**config.mk**
```make
export PLATFORM = sky130hd
export DESIGN_NAME = adc_fmt_clamp
export DESIGN_NICKNAME = d
export VERILOG_FILES = /design/src/rtl/adc_fmt_pkg.sv /design/src/rtl/adc_fmt_cfg.sv /design/src/rtl/adc_fmt_lane.sv /design/src/rtl/adc_fmt_clamp.sv
export SDC_FILE = /design/constraint.sdc
export NUM_CORES = 1
export LEC_CHECK = 0
export ABC_AREA = 1
export BUFFER_PORTS_ARGS = -buffer_cell sky130_fd_sc_hd__buf_2
export CAP_MARGIN = 20
export CORE_ASPECT_RATIO = 1.25
export CORE_UTILIZATION = 50
export DETAILED_ROUTE_END_ITERATION = 12
export GPL_TIMING_DRIVEN = 0
export HOLD_SLACK_MARGIN = 0.03
export PLACE_DENSITY = 0.75
export SKIP_CTS_REPAIR_TIMING = 1
export SLEW_MARGIN = 30
export SYNTH_ARGS = -nofsm -noshare
export SYNTH_HDL_FRONTEND = slang
export SYNTH_SLANG_ARGS = --single-unit
```
**constraint.sdc**
```tcl
create_clock -name clk -period 1.9 [get_ports clk]
set_input_delay 0.095 -clock clk [delete_from_list [all_inputs] [get_ports clk]]
set_output_delay 0.095 -clock clk [all_outputs]
set_load 0.02 [all_outputs]
```
**src/rtl/adc_fmt_pkg.sv**
```systemverilog
package adc_fmt_pkg;

    typedef enum logic [1:0] {
        MODE_FULL    = 2'd0,
        MODE_TRUNC   = 2'd1,
        MODE_REDUCED = 2'd2,
        MODE_ALIAS   = 2'd3
    } fmt_mode_e;

endpackage

```
**src/rtl/adc_fmt_cfg.sv**
```systemverilog
module adc_fmt_cfg
    import adc_fmt_pkg::*;
(
    input  logic       clk,
    input  logic       rst_n,
    input  logic       busy,
    input  logic [1:0] mode_in,
    input  logic       twos_in,
    output fmt_mode_e  mode_q,
    output logic       twos_q
);

    typedef struct packed {
        fmt_mode_e mode;
        logic      twos;
    } cfg_t;

    cfg_t cfg_d, cfg_q;

    always_comb begin
        cfg_d = cfg_q;
        if (!busy) begin
            cfg_d.mode = fmt_mode_e'(mode_in);
            cfg_d.twos = twos_in;
        end
    end

    always_ff @(posedge clk or negedge rst_n) begin
        if (!rst_n) begin
            cfg_q <= '{mode: MODE_FULL, twos: 1'b0};
        end else begin
            cfg_q <= cfg_d;
        end
    end

    assign mode_q = cfg_q.mode;
    assign twos_q = cfg_q.twos;

    AST_CFG_FROZEN: assert property (@(posedge clk) disable iff (!rst_n)
        busy |=> ($stable(mode_q) && $stable(twos_q)));

endmodule

```
**src/rtl/adc_fmt_lane.sv**
```systemverilog
module adc_fmt_lane
    import adc_fmt_pkg::*;
#(
    parameter int RAW_W = 13
) (
    input  fmt_mode_e        mode,
    input  logic             twos,
    input  logic [RAW_W-1:0] raw,
    input  logic             oor,
    output logic [RAW_W-1:0] data,
    output logic             over,
    output logic             under
);

    localparam int NW = RAW_W - 1;

    logic [RAW_W-1:0] ob;
    logic [RAW_W-1:0] full_ob;
    logic [NW-1:0]    trunc_ob;
    logic [1:0]       top2;
    logic             all_eq;
    logic             flag;

    assign ob     = raw ^ {twos, {NW{1'b0}}};
    assign all_eq = (&ob) | (~|ob);
    assign top2   = raw[RAW_W-1 -: 2];

    always_comb begin
        data     = '0;
        over     = 1'b0;
        under    = 1'b0;
        flag     = 1'b0;
        full_ob  = ob;
        trunc_ob = ob[RAW_W-1:1];
        case (mode)
            MODE_TRUNC: begin
                flag  = all_eq | oor;
                over  = flag & ob[RAW_W-1];
                under = flag & ~ob[RAW_W-1];
                if (over)  trunc_ob = '1;
                if (under) trunc_ob = '0;
                data = {1'b0, trunc_ob ^ {twos, {(NW-1){1'b0}}}};
            end
            MODE_REDUCED: begin
                if (twos) begin
                    over  = (top2 == 2'b01);
                    under = (top2 == 2'b10);
                end else begin
                    over  = (top2 == 2'b11);
                    under = (top2 == 2'b00);
                end
                if (over)       data = {2'b00, {(NW-1){1'b1}}};
                else if (under) data = {2'b01, {(NW-1){1'b0}}};
                else            data = {1'b0, raw[NW-1:0]};
            end
            default: begin
                flag  = all_eq | oor;
                over  = flag & ob[RAW_W-1];
                under = flag & ~ob[RAW_W-1];
                if (over)  full_ob = '1;
                if (under) full_ob = '0;
                data = full_ob ^ {twos, {NW{1'b0}}};
            end
        endcase
    end

    always_comb begin
        AST_LANE_EXCL: assert (!(over && under));
    end

endmodule

```
**src/rtl/adc_fmt_clamp.sv**
```systemverilog
module adc_fmt_clamp
    import adc_fmt_pkg::*;
#(
    parameter int NCH   = 2,
    parameter int RAW_W = 13
) (
    input  logic                   clk,
    input  logic                   rst_n,
    input  logic [1:0]             cfg_mode,
    input  logic                   cfg_twos,
    input  logic                   smp_valid,
    input  logic [NCH*RAW_W-1:0]   smp_raw,
    input  logic [NCH-1:0]         smp_oor,
    output logic                   fmt_valid,
    output logic [NCH*RAW_W-1:0]   fmt_data,
    output logic [NCH-1:0]         fmt_over,
    output logic [NCH-1:0]         fmt_under
);

    typedef struct packed {
        logic                            vld;
        logic [NCH-1:0][RAW_W-1:0]       data;
        logic [NCH-1:0]                  over;
        logic [NCH-1:0]                  under;
    } out_t;

    out_t out_d, out_q;

    fmt_mode_e mode_q;
    logic      twos_q;

    logic [NCH-1:0][RAW_W-1:0] lane_data;
    logic [NCH-1:0]            lane_over;
    logic [NCH-1:0]            lane_under;

    adc_fmt_cfg u_cfg (
        .clk     (clk),
        .rst_n   (rst_n),
        .busy    (smp_valid),
        .mode_in (cfg_mode),
        .twos_in (cfg_twos),
        .mode_q  (mode_q),
        .twos_q  (twos_q)
    );

    for (genvar c = 0; c < NCH; c++) begin : g_lane
        adc_fmt_lane #(.RAW_W(RAW_W)) u_lane (
            .mode  (mode_q),
            .twos  (twos_q),
            .raw   (smp_raw[c*RAW_W +: RAW_W]),
            .oor   (smp_oor[c]),
            .data  (lane_data[c]),
            .over  (lane_over[c]),
            .under (lane_under[c])
        );
    end

    always_comb begin
        out_d     = out_q;
        out_d.vld = smp_valid;
        if (smp_valid) begin
            out_d.data  = lane_data;
            out_d.over  = lane_over;
            out_d.under = lane_under;
        end
    end

    always_ff @(posedge clk or negedge rst_n) begin
        if (!rst_n) begin
            out_q <= '0;
        end else begin
            out_q <= out_d;
        end
    end

    assign fmt_valid = out_q.vld;
    assign fmt_data  = out_q.data;
    assign fmt_over  = out_q.over;
    assign fmt_under = out_q.under;

    AST_VALID_LAT: assert property (@(posedge clk) disable iff (!rst_n)
        smp_valid |=> fmt_valid);
    AST_IDLE_LAT: assert property (@(posedge clk) disable iff (!rst_n)
        !smp_valid |=> !fmt_valid);
    AST_IDLE_HOLD: assert property (@(posedge clk) disable iff (!rst_n)
        !smp_valid |=> ($stable(fmt_data) && $stable(fmt_over) && $stable(fmt_under)));

    for (genvar c = 0; c < NCH; c++) begin : g_chk
        AST_FLAG_EXCL: assert property (@(posedge clk) disable iff (!rst_n)
            !(fmt_over[c] && fmt_under[c]));
        AST_NARROW_TOP: assert property (@(posedge clk) disable iff (!rst_n)
            (smp_valid && (mode_q == MODE_TRUNC || mode_q == MODE_REDUCED))
            |=> !fmt_data[c*RAW_W + RAW_W-1]);
    end

endmodule

```
* Word level (Yosys, flattened, before mapping)
Index checks and enable logic that the tools add are counted.
** Word-level totals
- Word-level logic and storage cells :: 70
- Register bits :: 34
- Input bits :: 34
- ROM bits :: 0
- Memories :: 0
- RAM bits :: 0
- Latch bits :: 0
- Output and inout port bits :: 31
** Cells by class
- Add/subtract/negate cells :: 0
- $mul :: 0
- Div/mod/pow operators :: 0
- Eq/ne operators :: 8
- Shifts and indexed selects :: 0
- Magnitude comparators :: 0
- Multiplexer cells :: 30
- Bitwise operators :: 16
- Reductions and logical operators :: 9
** Operator list (count)
- 13-bit two-way mux :: 8
- 12-bit two-way mux :: 8
- 13-bit case mux with 2 select lines :: 2
- 13-bit XOR :: 4
- 13-bit AND reduction :: 2
- 13-bit OR reduction :: 2
- 12-bit XOR :: 2
- 1-bit two-way mux :: 12
- 2-bit == test (second input constant) :: 5
- 2-bit by 1-bit == test with 1-bit output (second input constant) :: 3
- 1-bit bitwise AND :: 4
- 2-bit logical NOT :: 2
- 1-bit OR :: 4
- 1-bit logical NOT :: 2
- 1-bit inverter :: 2
- 2-bit OR reduction :: 1

* Depth between registers and ports, before layout
- Depth after elaboration :: 11
- Gate-level depth with buffers :: 13
- Gate-level depth less buffers :: 12

* Modules after synthesis
From an unflattened synthesis, not the netlist that was laid out.
** Second synthesis, totals
- Cells, all modules :: 443
- Area, all modules :: 2721.4 um^2
** Modules (own cells, without submodules)
- adc_fmt_lane :: area each 730.7 um^2, cells an instance 151, sequential area each 0.0 um^2, times used 2
- adc_fmt_clamp :: area each 1147.4 um^2, cells an instance 128, sequential area each 775.7 um^2, times used 1
- adc_fmt_cfg :: area each 112.6 um^2, cells an instance 13, sequential area each 75.1 um^2, times used 1

* Least setup slack after synthesis
No wires, ideal clock.
- Path kind :: register -> register
- Start point :: reg u_cfg.cfg_q (netlist bit u_cfg.mode_q[0])
- End point :: reg out_q (netlist bit fmt_data[20])
- Slack :: 0.334 ns
- Stages on the path, launching flop included :: 13
- Period minus slack after synthesis :: 1.566 ns
- Arrival :: 1.450 ns
- Setup time :: 0.116 ns
- Cells stage by stage :: dfrtp_1 -> inv_1 -> ha_1 -> clkbuf_1 -> nand2_1 -> nand2_1 -> nand2_1 -> clkbuf_1 -> a21oi_1 -> nor2_1 -> nand2_1 -> nand2_1 -> nand2_1
** On the way
- Cells in the longest elaborated chain, start to end :: 2
- Elaborated cells between the ends (all ways) :: 3
- Those cells by class :: 2 x eq/ne; 1 x mux
** Ends and longest elaborated chain
- from (decl) :: RTL line adc_fmt_cfg.sv:18 : cfg_t cfg_d, cfg_q;
- from (signal assigned) :: RTL line adc_fmt_cfg.sv:30 : cfg_q <= '{mode: MODE_FULL, twos: 1'b0};
- from (signal assigned) :: RTL line adc_fmt_cfg.sv:32 : cfg_q <= cfg_d;
- 2-bit == test / 2-bit by 1-bit == test with 1-bit output (equally long branches) :: RTL line adc_fmt_lane.sv:35 : case (mode)
- 13-bit case mux with 2 select lines (*) :: RTL line adc_fmt_lane.sv:35
- to (signal assigned) :: RTL line adc_fmt_clamp.sv:72 : out_q <= out_d;
- to (decl) :: RTL line adc_fmt_clamp.sv:27 : out_t out_d, out_q;
Mark *: on every way between the ends. The rest lies on a longest branch, timed or not.
A chain may end at the register's enable or synchronous reset.

* Final worst setup path
- Start point :: reg u_cfg.cfg_q (netlist bit u_cfg.twos_q)
- End point :: reg out_q (netlist bit fmt_data[21])
** On the way
- Cells in the longest elaborated chain, start to end :: 11
- Elaborated cells between the ends (all ways) :: 24
- Those cells by class :: 13 x mux; 8 x bitwise; 3 x reduce/logical
** Ends and longest elaborated chain
- 13-bit XOR :: RTL line adc_fmt_lane.sv:24 : assign ob = raw ^ {twos, {NW{1'b0}}};
- 13-bit OR reduction :: RTL line adc_fmt_lane.sv:25 : assign all_eq = (&ob) | (~|ob);
- 1-bit logical NOT :: RTL line adc_fmt_lane.sv:25
- 1-bit OR :: RTL line adc_fmt_lane.sv:25
- 1-bit OR :: RTL line adc_fmt_lane.sv:37, adc_fmt_lane.sv:57
- 1-bit bitwise AND :: RTL line adc_fmt_lane.sv:38, adc_fmt_lane.sv:58
- 13-bit two-way mux / 12-bit two-way mux (equally long branches) :: RTL line adc_fmt_lane.sv:60, adc_fmt_lane.sv:40
- 13-bit two-way mux / 12-bit two-way mux (equally long branches) :: RTL line adc_fmt_lane.sv:61, adc_fmt_lane.sv:41
- 13-bit two-way mux / 12-bit two-way mux (equally long branches) :: RTL line adc_fmt_lane.sv:35
- 13-bit XOR / 12-bit XOR (equally long branches) :: RTL line adc_fmt_lane.sv:62, adc_fmt_lane.sv:42
- 13-bit case mux with 2 select lines (*) :: RTL line adc_fmt_lane.sv:35
Mark *: on every way between the ends. The rest lies on a longest branch, timed or not. The select of a mux whose other input is x is not followed.

==> metrics.yaml <==
outcome:
  status: "finished, final reports clean"
sta:
  finalMaxSlewViolations: 0
  tightest_slew_ns: 0.790
  slew_headroom_pct: 47.3
  fin_skew_ns: 0.00400
  timing.fmax_mhz: 584
  hold_viol: 0
  finalCriticalPeriod_ns: 1.71
  tns_ns: 0
  period_share_pct: 90.1
  rsz0062_at_grt: "false"
  hold_slack_ns: 0.0210
  worst_slack_ns: 0.189
  finalSetupViolations: 0
finish:
  finalNetCount: 566
  syn2layout_area_growth_pct: 19.1
  layout-drive-gt1-share_pct: 20.8
  final_util_pct: 63.2
  fill_cells: 539
  num_antenna_cells: 0
clocking:
  cts-root-buf: "clkbuf_8"
  numClockSinks: 34
  numCtsBuffers: 5
  htree_levels: 2
  clk_path_buf_depth: 2
  cts_tree: "yes"
  clkSlewWorstSetupHoldPaths_ns: 0.07
  insertion_delay_ns: 0.28
floorplan:
  die-area_um2: 5850
  core-area_um2: 5230
  die_y_um: 85.3
  die_w_um: 68.6
  initial_core_util_pct: 53.1
  rows: 29
  pin_count: 65
place:
  dp_hpwl_um: 5620
  port_buffers: 64
  gp_congestion: 0.888
  dp_worst_setup_slack_ns: -0.122
critical_path:
  cp-end-kind: "flop"
  rrSetupSlack_ns: 0.19
  required_ns: 2.08
  critPathMaxFanout: 10
  crit_path_start_kind: "flop"
  cp.arrival_ns: 1.89
  r2r_cells: 13
  path_class: "reg -> reg"
routing:
  firstDrtPassIters: 4
  vias: 3069
  wl_um: 7750
  wl_per_cell_um: 13.1
  final_antenna_net_count: 0
  routed_via_density: 5.18
  drt_iter0_drc: 222
  drc_errors: 0
logic_synthesis:
  syn_area_um2: 2780
  synth_area_leaders: "dfrtp_1, nand2_1, inv_1"
  synth_flop_cell: "dfrtp_1"
  yosys.area.top_type: "dfrtp_1"
  synth_edf_count: 0
  synth_cell_types: 27
  async_flop_share_pct: 100
  synth.most_common_cell: "nand2_1"
  ys_ff_latch: 34
  synthTopCellsByCount: "nand2_1, inv_1, nor2_1"
  seq_area_frac_synth_pct: 30.7
  synth.top_cell.area_share_pct: 30.7
  synthesis.nets: 495
  syn_area_per_cell_um2: 6.05
  syn_inst: 459
  ys_warn_count: 0
global_route:
  antenna_found_initial: 0
  grt_start_max_net_pins: 35
  grt_pass1_wl_um: 12800
  overflow: 0
  grt_pass1_vias: 2928
  grtUsageTotal_pct: 28.7
flow_run:
  drv_cap: 0
power_and_ir_drop:
  cellLeakagePower_uw: 0.00202
  p_per_area_nw_per_um2: 797
  ir_drop_uv: 533
worst_hold_path:
  whs_path_depth: 3
  hp-class: "in -> reg"
power by group:
group	leakage (µW)	total, µW	switching [µW]	internal [µW]
registers	0.000424	917	64.6	853
logic	0.00154	1030	679	356
clock network	0.0000573	680	260	420
total	0.00202	2630	1000	1630
flip-flops by register name, summed over array words and instances, names as in the netlist:
| signal | flops |
|---|---|
| u_cfg.twos_q | 1 |
| fmt_under | 2 |
| fmt_data | 26 |
| fmt_over | 2 |
| fmt_valid | 1 |
| u_cfg.mode_q | 2 |
layer usage:
| metal | wire (µm) | vias up | track usage, % |
|---|---|---|---|
| met1 | 3290 | 1385 | 34.1 |
| met5 | 0 | - | 0 |
| met3 | 360 | 10 | 2.82 |
| met2 | 3940 | 102 | 51.7 |
| met4 | 157 | 0 | 9.66 |
| li1 | - | 1572 | - |
critical path: stages (launching register included):
cell and delay [ns]:
dfrtp_1 0.41, inv_2 0.10, nand2_1 0.05, nand2_1 0.12
nor2_1 0.07, nand2_1 0.13, nand3_1 0.10, nand2_2 0.13
buf_6 0.16, nand3_1 0.07, nand2_1 0.07, clkinv_1 0.07
nand2_1 0.08, nand2_1 0.05
layout by cell type (no fill, tap or decap), drive strengths merged, types with 2 or more instances in the layout:
cell type / Yosys / routed
a21oi: 24 / 24
buf: 16 / 79
clkbuf: 12 / 17
dfrtp: 34 / 34
dlygate4sd3: 0 / 2
ha: 2 / 2
inv: 53 / 53
nand2: 198 / 198
nand3: 26 / 26
nand4: 27 / 27
nor2: 48 / 48
o21ai: 14 / 14
o22ai: 2 / 2
through the flow:
| stage | total power, µW | instances | cell area (µm²) |
|---|---|---|---|
| 3_3_place_gp | 1940 | 585 | 3170 |
| 5_1_grt | 2810 | 592 | 3300 |
| 4_1_cts | 2640 | 592 | 3290 |
| 6_report | 2630 | 592 | 3300 |
| 3_5_place_dp | 1960 | 585 | 3170 |
| 2_1_floorplan | 1620 | 459 | 2780 |
path summary, 6_finish.rpt:
| path | endpoint | from |
|---|---|---|
| max | fmt_data[21] | u_cfg.twos_q |
| min | u_cfg.twos_q | cfg_twos |
| max reg2reg | fmt_data[21] | u_cfg.twos_q |
| min reg2reg | fmt_data[16] | fmt_data[16] |
| max in group asynchronous | fmt_data[9] | rst_n |
| min in group asynchronous | fmt_valid | rst_n |
area by class of cell:
| cell class | count | area [µm²] | area share [%] |
|---|---|---|---|
| Inverter | 54 | 203 | 6.13 |
| Timing Repair Buffer | 66 | 340 | 10.3 |
| Tap cell | 62 | 77.6 | 2.35 |
| Multi-Input combinational cell | 343 | 1570 | 47.4 |
| Sequential cell | 34 | 851 | 25.7 |
| Clock buffer | 6 | 82.6 | 2.50 |
| Buffer | 26 | 155 | 4.70 |
| Clock inverter | 1 | 30.0 | 0.909 |
kinds of logic after synthesis:
group	share of synthesized area, %
adder cells (fa/ha/maj)	0.902
AND/OR/NAND/NOR	46.9
buffers and inverters	13.0
AO/OA/AOI/OAI	8.48
flip-flops	30.7
Power figures use the tool's default switching activity.
